--- src/rtl/txr_pkg.sv ---
package txr_pkg;
  localparam int CTL_READY = 15;
  localparam int CTL_WRAP  = 13;
  localparam int CTL_IRQ   = 12;
  localparam int CTL_LAST  = 11;
  localparam int CTL_CRC   = 10;
  localparam int STAT_W    = 10;
  localparam int MSTAT_W   = 7;

  typedef enum logic [2:0] {
    ST_IDLE,
    ST_FETCH,
    ST_DECODE,
    ST_SEND,
    ST_WB
  } txr_state_e;

  typedef struct packed {
    logic [31:0] ptr;
    logic [15:0] len;
    logic [15:0] ctl;
  } txr_desc_t;

  // control half-word written back: ownership returned, flags kept, status replaced
  function automatic logic [15:0] wb_ctl(input logic [15:0] ctl,
                                         input logic [MSTAT_W-1:0] mstat);
    logic [STAT_W-1:0] st;
    st = ctl[CTL_LAST] ? STAT_W'(mstat) : '0;
    return {1'b0, ctl[14:10], st};
  endfunction

  // a frame unit closes the frame once the running count reaches the minimum
  function automatic logic closes_frame(input logic last, input logic final_unit,
                                        input logic [15:0] cnt_after,
                                        input logic [15:0] min_len);
    return last && final_unit && (cnt_after >= min_len);
  endfunction
endpackage

--- src/rtl/txr_ring_ptr.sv ---
module txr_ring_ptr #(
  parameter int IDX_W = 4
) (
  input  logic             clk,
  input  logic             rst_n,
  input  logic [IDX_W-1:0] ring_base,
  input  logic             advance,
  input  logic             wrap,
  output logic [IDX_W-1:0] cur_idx
);
  logic             started_q;
  logic [IDX_W-1:0] idx_q;

  assign cur_idx = started_q ? idx_q : ring_base;

  always_ff @(posedge clk) begin
    if (!rst_n) begin
      started_q <= 1'b0;
      idx_q     <= '0;
    end else if (advance) begin
      started_q <= 1'b1;
      idx_q     <= wrap ? ring_base : cur_idx + 1'b1;
    end
  end
endmodule

--- src/rtl/txr_byte_sched.sv ---
module txr_byte_sched #(
  parameter int BUF_AW    = 16,
  parameter int LEN_W     = 16,
  parameter int MIN_FRAME = 60
) (
  input  logic              clk,
  input  logic              rst_n,
  input  logic              load,
  input  logic [LEN_W-1:0]  ld_len,
  input  logic [BUF_AW-1:0] ld_ptr,
  input  logic              ld_last,
  input  logic              ld_crc,
  input  logic              run,
  input  logic              frame_clr,
  output logic              issue,
  output logic              pad,
  output logic              sof,
  output logic              eof,
  output logic              crc_req,
  output logic              done,
  output logic [BUF_AW-1:0] rd_addr
);
  import txr_pkg::*;
  localparam int CNT_W = 16;
  localparam logic [CNT_W-1:0] MIN_C = CNT_W'(MIN_FRAME);

  logic [LEN_W-1:0]  rem_q;
  logic [BUF_AW-1:0] addr_q;
  logic [CNT_W-1:0]  fcnt_q;
  logic              last_q, crc_q;

  logic             have_data, need_pad, final_unit;
  logic [CNT_W-1:0] fcnt_nx;

  assign have_data  = (rem_q != '0);
  assign need_pad   = last_q && (fcnt_q < MIN_C);
  assign issue      = run && (have_data || need_pad);
  assign pad        = run && !have_data && need_pad;
  assign done       = run && !have_data && !need_pad;
  assign fcnt_nx    = (fcnt_q == '1) ? fcnt_q : fcnt_q + 1'b1;
  assign final_unit = have_data ? (rem_q == LEN_W'(1)) : 1'b1;
  assign sof        = (fcnt_q == '0);
  assign eof        = closes_frame(last_q, final_unit, fcnt_nx, MIN_C);
  assign crc_req    = eof && crc_q;
  assign rd_addr    = addr_q;

  always_ff @(posedge clk) begin
    if (!rst_n) begin
      rem_q  <= '0;
      addr_q <= '0;
      fcnt_q <= '0;
      last_q <= 1'b0;
      crc_q  <= 1'b0;
    end else if (load) begin
      rem_q  <= ld_len;
      addr_q <= ld_ptr;
      last_q <= ld_last;
      crc_q  <= ld_crc;
    end else if (frame_clr) begin
      fcnt_q <= '0;
    end else if (issue) begin
      fcnt_q <= fcnt_nx;
      if (have_data) begin
        rem_q  <= rem_q - 1'b1;
        addr_q <= addr_q + 1'b1;
      end
    end
  end
endmodule

--- src/rtl/txr_out_stage.sv ---
module txr_out_stage (
  input  logic       clk,
  input  logic       rst_n,
  input  logic       issue,
  input  logic       pad,
  input  logic       sof,
  input  logic       eof,
  input  logic       crc_req,
  input  logic [7:0] buf_rdata,
  output logic       tx_valid,
  output logic [7:0] tx_data,
  output logic       tx_sof,
  output logic       tx_eof,
  output logic       tx_crc
);
  logic pad_q;

  always_ff @(posedge clk) begin
    if (!rst_n) begin
      tx_valid <= 1'b0;
      pad_q    <= 1'b0;
      tx_sof   <= 1'b0;
      tx_eof   <= 1'b0;
      tx_crc   <= 1'b0;
    end else begin
      tx_valid <= issue;
      pad_q    <= issue && pad;
      tx_sof   <= issue && sof;
      tx_eof   <= issue && eof;
      tx_crc   <= issue && crc_req;
    end
  end

  assign tx_data = (tx_valid && !pad_q) ? buf_rdata : 8'h00;
endmodule

--- src/rtl/txr_engine.sv ---
module txr_engine #(
  parameter int IDX_W     = 4,
  parameter int BUF_AW    = 16,
  parameter int MIN_FRAME = 60
) (
  input  logic              clk,
  input  logic              rst_n,
  input  logic [IDX_W-1:0]  ring_base,
  input  logic              tx_poll,
  input  logic [6:0]        mac_status,
  output logic              desc_rd,
  output logic              desc_wr,
  output logic [IDX_W-1:0]  desc_addr,
  output logic [63:0]       desc_wdata,
  input  logic [63:0]       desc_rdata,
  output logic              buf_rd,
  output logic [BUF_AW-1:0] buf_addr,
  input  logic [7:0]        buf_rdata,
  output logic              tx_valid,
  output logic [7:0]        tx_data,
  output logic              tx_sof,
  output logic              tx_eof,
  output logic              tx_crc,
  output logic              evt_frame,
  output logic              evt_buf
);
  import txr_pkg::*;

  txr_state_e state_q, state_nx;
  logic       pend_q;
  txr_desc_t  desc_q, rd_desc;

  // named internal events
  logic fetch_go, desc_ready, load_go, wb_fire, frame_end;
  logic issue, pad, sof, eof, crc_req, done;
  logic [IDX_W-1:0] cur_idx;

  assign rd_desc    = txr_desc_t'(desc_rdata);
  assign fetch_go   = (state_q == ST_IDLE) && (tx_poll || pend_q);
  assign desc_ready = rd_desc.ctl[CTL_READY];
  assign load_go    = (state_q == ST_DECODE) && desc_ready;
  assign wb_fire    = (state_q == ST_WB);
  assign frame_end  = wb_fire && desc_q.ctl[CTL_LAST];

  always_comb begin
    state_nx = state_q;
    unique case (state_q)
      ST_IDLE:   if (fetch_go) state_nx = ST_FETCH;
      ST_FETCH:  state_nx = ST_DECODE;
      ST_DECODE: state_nx = desc_ready ? ST_SEND : ST_IDLE;
      ST_SEND:   if (done) state_nx = ST_WB;
      ST_WB:     state_nx = ST_FETCH;
      default:   state_nx = ST_IDLE;
    endcase
  end

  always_ff @(posedge clk) begin
    if (!rst_n) begin
      state_q <= ST_IDLE;
      pend_q  <= 1'b0;
      desc_q  <= '0;
    end else begin
      state_q <= state_nx;
      pend_q  <= (state_q == ST_IDLE) ? 1'b0 : (pend_q || tx_poll);
      if (load_go) desc_q <= rd_desc;
    end
  end

  txr_ring_ptr #(.IDX_W(IDX_W)) u_ptr (
    .clk       (clk),
    .rst_n     (rst_n),
    .ring_base (ring_base),
    .advance   (wb_fire),
    .wrap      (desc_q.ctl[CTL_WRAP]),
    .cur_idx   (cur_idx)
  );

  txr_byte_sched #(
    .BUF_AW    (BUF_AW),
    .LEN_W     (16),
    .MIN_FRAME (MIN_FRAME)
  ) u_sched (
    .clk       (clk),
    .rst_n     (rst_n),
    .load      (load_go),
    .ld_len    (rd_desc.len),
    .ld_ptr    (rd_desc.ptr[BUF_AW-1:0]),
    .ld_last   (rd_desc.ctl[CTL_LAST]),
    .ld_crc    (rd_desc.ctl[CTL_CRC]),
    .run       (state_q == ST_SEND),
    .frame_clr (frame_end),
    .issue     (issue),
    .pad       (pad),
    .sof       (sof),
    .eof       (eof),
    .crc_req   (crc_req),
    .done      (done),
    .rd_addr   (buf_addr)
  );

  txr_out_stage u_out (
    .clk       (clk),
    .rst_n     (rst_n),
    .issue     (issue),
    .pad       (pad),
    .sof       (sof),
    .eof       (eof),
    .crc_req   (crc_req),
    .buf_rdata (buf_rdata),
    .tx_valid  (tx_valid),
    .tx_data   (tx_data),
    .tx_sof    (tx_sof),
    .tx_eof    (tx_eof),
    .tx_crc    (tx_crc)
  );

  assign buf_rd     = issue && !pad;
  assign desc_rd    = (state_q == ST_FETCH);
  assign desc_wr    = wb_fire;
  assign desc_addr  = cur_idx;
  assign desc_wdata = {desc_q.ptr, desc_q.len, wb_ctl(desc_q.ctl, mac_status)};
  assign evt_frame  = frame_end && desc_q.ctl[CTL_IRQ];
  assign evt_buf    = wb_fire && !desc_q.ctl[CTL_LAST] && desc_q.ctl[CTL_IRQ];
endmodule

--- config.mk ---
export PLATFORM = sky130hd
export DESIGN_NAME = txr_engine
export DESIGN_NICKNAME = d
export VERILOG_FILES = /design/src/rtl/txr_pkg.sv /design/src/rtl/txr_ring_ptr.sv /design/src/rtl/txr_byte_sched.sv /design/src/rtl/txr_out_stage.sv /design/src/rtl/txr_engine.sv
export SDC_FILE = /design/constraint.sdc
export NUM_CORES = 1
export LEC_CHECK = 0
export BUFFER_PORTS_ARGS = -buffer_cell sky130_fd_sc_hd__buf_2
export CAP_MARGIN = 10
export CORE_AREA = 2 2 146 148
export CTS_CLUSTER_SIZE = 14
export DETAILED_ROUTE_END_ITERATION = 6
export DIE_AREA = 0 0 148 150
export PLACE_DENSITY = 0.52
export SLEW_MARGIN = 20
export SYNTH_ARGS = -nofsm -noshare
export SYNTH_HDL_FRONTEND = slang
export SYNTH_HIERARCHICAL = 1
export SYNTH_SLANG_ARGS = --single-unit
--- constraint.sdc ---
create_clock -name clk -period 4.8 [get_ports clk]
set_input_delay 0.48 -clock clk [delete_from_list [all_inputs] [get_ports clk]]
set_output_delay 0.48 -clock clk [all_outputs]
set_load 0.05 [all_outputs]
### Word-level counts from Yosys, hierarchy flattened

Cells that the tools add are included.

| word-level totals | value |
|---|---|
| register bits | 127 |
| input port bits | 86 |
| output and inout port bits | 101 |
| word-level logic and storage cells | 91 |

| cells by class | value |
|---|---|
| add/sub/neg operators | 4 |
| order comparisons | 2 |
| equal/unequal tests | 9 |
| muxes and demuxes | 20 |
| bitwise operators | 2 |
| reductions and logical operators | 37 |

Operator list:

| kind | number |
|---|---|
| $mux W16 | 11 |
| $add A16 B1 Y16 const B | 2 |
| $logic_and A1 B1 Y1 | 20 |
| $eq A16 B1 Y1 const B | 1 |
| $eq A16 B16 Y1 const B | 1 |
| $ge A16 B6 Y1 const B | 1 |
| $logic_not A16 Y1 | 1 |
| $lt A16 B6 Y1 const B | 1 |
| $reduce_bool A16 Y1 | 1 |
| $sub A16 B1 Y16 const B | 1 |
| $pmux W3 S5 | 1 |
| $mux W4 | 2 |
| $mux W8 | 1 |
| $mux W7 | 1 |
| $eq A3 B2 Y1 const B | 2 |
| $mux W3 | 2 |
| $ne A2 B2 Y1 const B | 3 |
| $reduce_bool A2 Y1 | 3 |
| $logic_not A1 Y1 | 5 |
| $add A4 B1 Y4 const B | 1 |
| $reduce_and A2 Y1 | 2 |
| $eq A3 B1 Y1 const B | 1 |
| $eq A3 B3 Y1 const B | 1 |
| $logic_not A3 Y1 | 1 |
| 6 further kinds | 8 |

### Depth between registers and ports, before layout

| depth | value |
|---|---|
| depth in word-level cells | 7 |
| mapped depth | 12 |
| depth with buffers taken out | 9 |

### By module

The synthesis kept the hierarchy.

By module, submodules not included:

| module | times used | cells each | area an instance (um^2) | seq. area each (um^2) |
|---|---|---|---|---|
| txr_byte_sched | 1 | 384 | 3173.0 | 1001.0 |
| txr_engine | 1 | 270 | 2374.8 | 1141.1 |
| txr_ring_ptr | 1 | 38 | 344.1 | 100.1 |
| txr_out_stage | 1 | 18 | 201.4 | 100.1 |

### Worst setup path after synthesis

Ideal clock, no wire load.

| path | value |
|---|---|
| path kind | register -> output |
| start | register u_sched.rem_q[0] |
| end | output buf_rd |
| data arrival time | 2026 ps |
| required time | 4320 ps |
| path slack | 2294 ps |
| cell stages (with the launch flop) | 8 |
| path buffers | 1 |
| cell sequence | dfxtp_1 -> inv_1 -> ha_1 -> nor3b_1 -> and4_1 -> buf_2 -> and3_1 -> nor2b_1 |

| on the way | value |
|---|---|
| word-level cells in the longest chain between the ends | 6 |
| elaborated cells between the ends (all ways) | 8 |
| those cells by class | 8 x reduce/logical |

RTL lines:

| element | RTL line | source |
|---|---|---|
| from (decl) | txr_byte_sched.sv:27 | `logic [LEN_W-1:0] rem_q;` |
| from (signal assigned) | txr_byte_sched.sv:55 | `rem_q <= ld_len;` |
| from (signal assigned) | txr_byte_sched.sv:64 | `rem_q <= rem_q - 1'b1;` |
| $reduce_bool A16 Y1 | txr_byte_sched.sv:35 | `assign have_data = (rem_q != '0);` |
| $logic_not A1 Y1 | txr_byte_sched.sv:38 | `assign pad = run && !have_data && need_pad;` |
| $logic_and A1 B1 Y1 (2 in a row) | txr_byte_sched.sv:38 |  |
| net pad | txr_engine.sv:35 | `logic issue, pad, sof, eof, crc_req, done;` |
| $logic_not A1 Y1 | txr_engine.sv:117 | `assign buf_rd = issue && !pad;` |
| $logic_and A1 B1 Y1 | txr_engine.sv:117 |  |
| to (decl) | txr_engine.sv:16 | `output logic buf_rd,` |

The timed path passes the listed nets, and every way through them passes these cells.

### Worst setup path after layout

| path | value |
|---|---|
| start | register state_q[1] |
| end | register u_sched.fcnt_q[7] |

| on the way | value |
|---|---|
| word-level cells in the longest chain between the ends | 4 |
| elaborated cells between the ends (all ways) | 10 |
| those cells by class | 3 x eq/ne; 1 x mux; 1 x bitwise; 5 x reduce/logical |

RTL lines:

| element | RTL line | source |
|---|---|---|
| from (decl) | txr_engine.sv:29 | `txr_state_e state_q, state_nx;` |
| from (signal assigned) | txr_engine.sv:63 | `state_q <= state_nx;` |
| $eq A3 B3 Y1, or another cell as far along | txr_engine.sv:42 | `assign wb_fire = (state_q == ST_WB);` |
| $logic_and A1 B1 Y1, on equally long branches | txr_engine.sv:43, txr_byte_sched.sv:37, txr_engine.sv:41 |  |
| $reduce_bool A2 Y1 (no line) / $not A1 Y1 (equally long branches) | - |  |
| $reduce_and A2 Y1 (no line) | - |  |
| to (signal assigned) | txr_byte_sched.sv:62 | `fcnt_q <= fcnt_nx;` |
| to (decl) | txr_byte_sched.sv:29 | `logic [CNT_W-1:0] fcnt_q;` |

Several ways; a longest one is shown, not always the timed one.
A chain may end at the register's enable or synchronous reset.

==> impl_metrics.env <==
export IMPL_power_density_nw_per_um2=394
export IMPL_area_delta_synth_final_pct=25.1
export IMPL_num_fill_cells=2187
export IMPL_worstMarginPinSlew_ns=0.969
export IMPL_num_rows=53
export IMPL_pin_count=187
export IMPL_clock_skew_ns=0.0124
export IMPL_post_cts_resize_count=0
export IMPL_fin_util_pct=36.9
export IMPL_synthArstFlopShare_pct=0
export IMPL_cp_arrival_ns=4.04
export IMPL_port_buffer_count=172
export IMPL_first_global_vias=5152
export IMPL_critical_path_class="reg2reg"
export IMPL_antenna_left=0
export IMPL_ys_flop_type="dfxtp_1"
export IMPL_drive_gt1_share_pct=29.6
export IMPL_synth_seq_area_share_pct=38.4
export IMPL_synth_area_top_cells="dfxtp_1, nand2_1, a21boi_1"
export IMPL_dieArea_um2=22200
export IMPL_synth_warnings=6
export IMPL_worst_path_max_fanout=70
export IMPL_numCtsBuffers=17
export IMPL_totalWireLength_um=17000
export IMPL_fin_crit_ns=3.68
export IMPL_ys_ff_latch=117
export IMPL_die_x_um=148
export IMPL_dp_hpwl_um=11700
export IMPL_rsz0062_at_grt="no"
export IMPL_dr_total_vias=5470
export IMPL_tritoncts="done"
export IMPL_grt_pass1_wl_um=27000
export IMPL_final_net_count=948
export IMPL_firstDrtPassIters=4
export IMPL_maxSlewHeadroom_pct=35.2
export IMPL_slew_viol_final=0
export IMPL_avgSynthCellArea_um2=8.58
export IMPL_grt_start_max_net_pins=71
export IMPL_netlist_cell_type_count=76
export IMPL_peakVddDrop_mv=0.257
export IMPL_fin_tns_setup_ns=0
export IMPL_die_height_um=150
export IMPL_synthesis_area_um2=6090
export IMPL_antenna_found_initial=0
export IMPL_status="completed"
export IMPL_viasPerCell=4.78
export IMPL_grt_remaining_overflow=0
export IMPL_crit_required_ns=5.16
export IMPL_hold_buffers=0
export IMPL_drv_cap=0
export IMPL_cts_num_sinks=117
export IMPL_root_buffer="clkbuf_16"
export IMPL_postCtsSetupBuffers=0
export IMPL_max_freq_mhz=272
export IMPL_synth_top_area_cell="dfxtp_1"
export IMPL_place_congestion=0.868
export IMPL_htreeDepth=4
export IMPL_cp_start_kind="flop"
export IMPL_first_iter_violations=241
export IMPL_synth_top_cell_area_share_pct=38.4
export IMPL_clk_latency_ns=0.42
export IMPL_core_area_um2=20700
export IMPL_drc_errors=0
export IMPL_cts_path_max_buffers=2
export IMPL_grt_use_total_pct=15.4
export IMPL_holdCritPathClass="in2reg"
export IMPL_setup_viol=0
export IMPL_synthCells=710
export IMPL_wire_per_inst_um=14.8
export IMPL_timing_hold_violations_final=0
export IMPL_synth_edf_count=0
export IMPL_layout_common_cells="buf_2, nand2_1, dfxtp_1"
export IMPL_leakage_nw=3.19
export IMPL_crit_path_end_kind="flop"
export IMPL_fin_crit_sh_pct=76.7
export IMPL_clkTransAtPathRegs_ns=0.06
export IMPL_diodes=0
export IMPL_start_util_pct=29.5
export IMPL_final_common_cell="buf_2"
kinds of logic after synthesis:
family | share of synthesized area (%)
fa+ha+maj | 1.23
flops | 38.4
xor+xnor | 5.75
buf+inv | 5.98
compound gates | 19.3
other cells | 0.0615
simple gates | 27.8
mux | 1.46
critical path: stages, from the launching register on:
cell       delay (ns)
dfxtp_1          0.50
nand4bb_4        0.80
clkinv_4         0.87
inv_1            0.08
buf_4            0.32
nand2_1          0.17
nand2_1          0.35
a221o_1          0.42
nor2_1           0.08
cell type report:
cell class                 count  area (um2)  share of cell area, %
multi-input combinational    532        3410                   44.8
sequential                   117        2340                   30.7
timing repair buffer         174         876                   11.5
clock buffer                  18         439                   5.76
tap                          275         344                   4.51
clock inverter                14         151                   1.99
inverter                      14        57.6                  0.755
through the flow:
stage / setup slack (ns) / instance area, um2 / hold WS, ns / total power [mW] / instances
finish: 1.12 / 7620 / 0.289 / 3.00 / 1144
global route: 0.717 / 7620 / 0.279 / 3.16 / 1144
CTS: 0.989 / 7620 / 0.270 / 3.05 / 1144
detailed placement: 0.939 / 7030 / 0.441 / 1.76 / 1112
global placement: 0.930 / 7030 / 0.440 / 1.76 / 1112
floorplan: 2.29 / 6100 / 0.470 / 1.61 / 713
flip-flops by register name (all words and copies together) (netlist names):
signal,flops
u_out/pad_q,1
u_sched/crc_q,1
u_sched/fcnt_q,16
u_sched/rem_q,16
u_out/tx_crc,1
u_sched/rd_addr,16
pend_q,1
u_sched/last_q,1
u_out/tx_eof,1
u_ptr/started_q,1
u_out/tx_valid,1
u_ptr/idx_q,4
u_out/tx_sof,1
desc_wdata,53
state_q,3
cells in the mapped netlist (all sizes together), types with 5 or more instances:
cell type / instances
nand2: 137
dfxtp: 117
a21boi: 55
o21ai: 34
a21oi: 33
nor2: 31
buf: 28
xnor2: 25
nand3: 23
clkbuf: 22
nor3: 20
xor2: 15
and2: 14
and3: 14
inv: 13
nor4: 12
nand4: 11
and3b: 10
nor2b: 9
and4: 7
or3: 7
a211oi: 6
ha: 6
o21a: 6
o211a: 5
o21ba: 5
metal layers:
layer	GRT usage [%]	share of wire (%)	vias up
met4	5.43	1.4	0
met2	23.8	43	172
met3	6.34	9.3	13
met1	19.3	46	2510
met5	0	0	-
li1	-	-	2775
power by group:
part / switching [mW] / leakage (nW) / internal [mW] / total [mW]
Sequential: 0.0772 / 0.949 / 1.04 / 1.12
Combinational: 0.418 / 1.96 / 0.206 / 0.624
Clock: 0.484 / 0.275 / 0.780 / 1.26
final timing paths:
| check | from | end | slack, ns | cells after the start |
|---|---|---|---|---|
| hold reg to reg | desc_wdata[58]$_SDFFE_PN0P_ | desc_wdata[58]$_SDFFE_PN0P_ | 0.45 | 2 |
| setup reg to reg | state_q[1]$_SDFFE_PN0P_ | u_sched/fcnt_q[7]$_SDFFE_PN0P_ | 1.12 | 8 |
| setup / recovery | state_q[1]$_SDFFE_PN0P_ | u_sched/fcnt_q[7]$_SDFFE_PN0P_ | 1.12 | 8 |
| hold / removal | desc_rdata[50] | desc_wdata[50]$_SDFFE_PN0P_ | 0.29 | 3 |
Power figures use the tool's default switching activity.
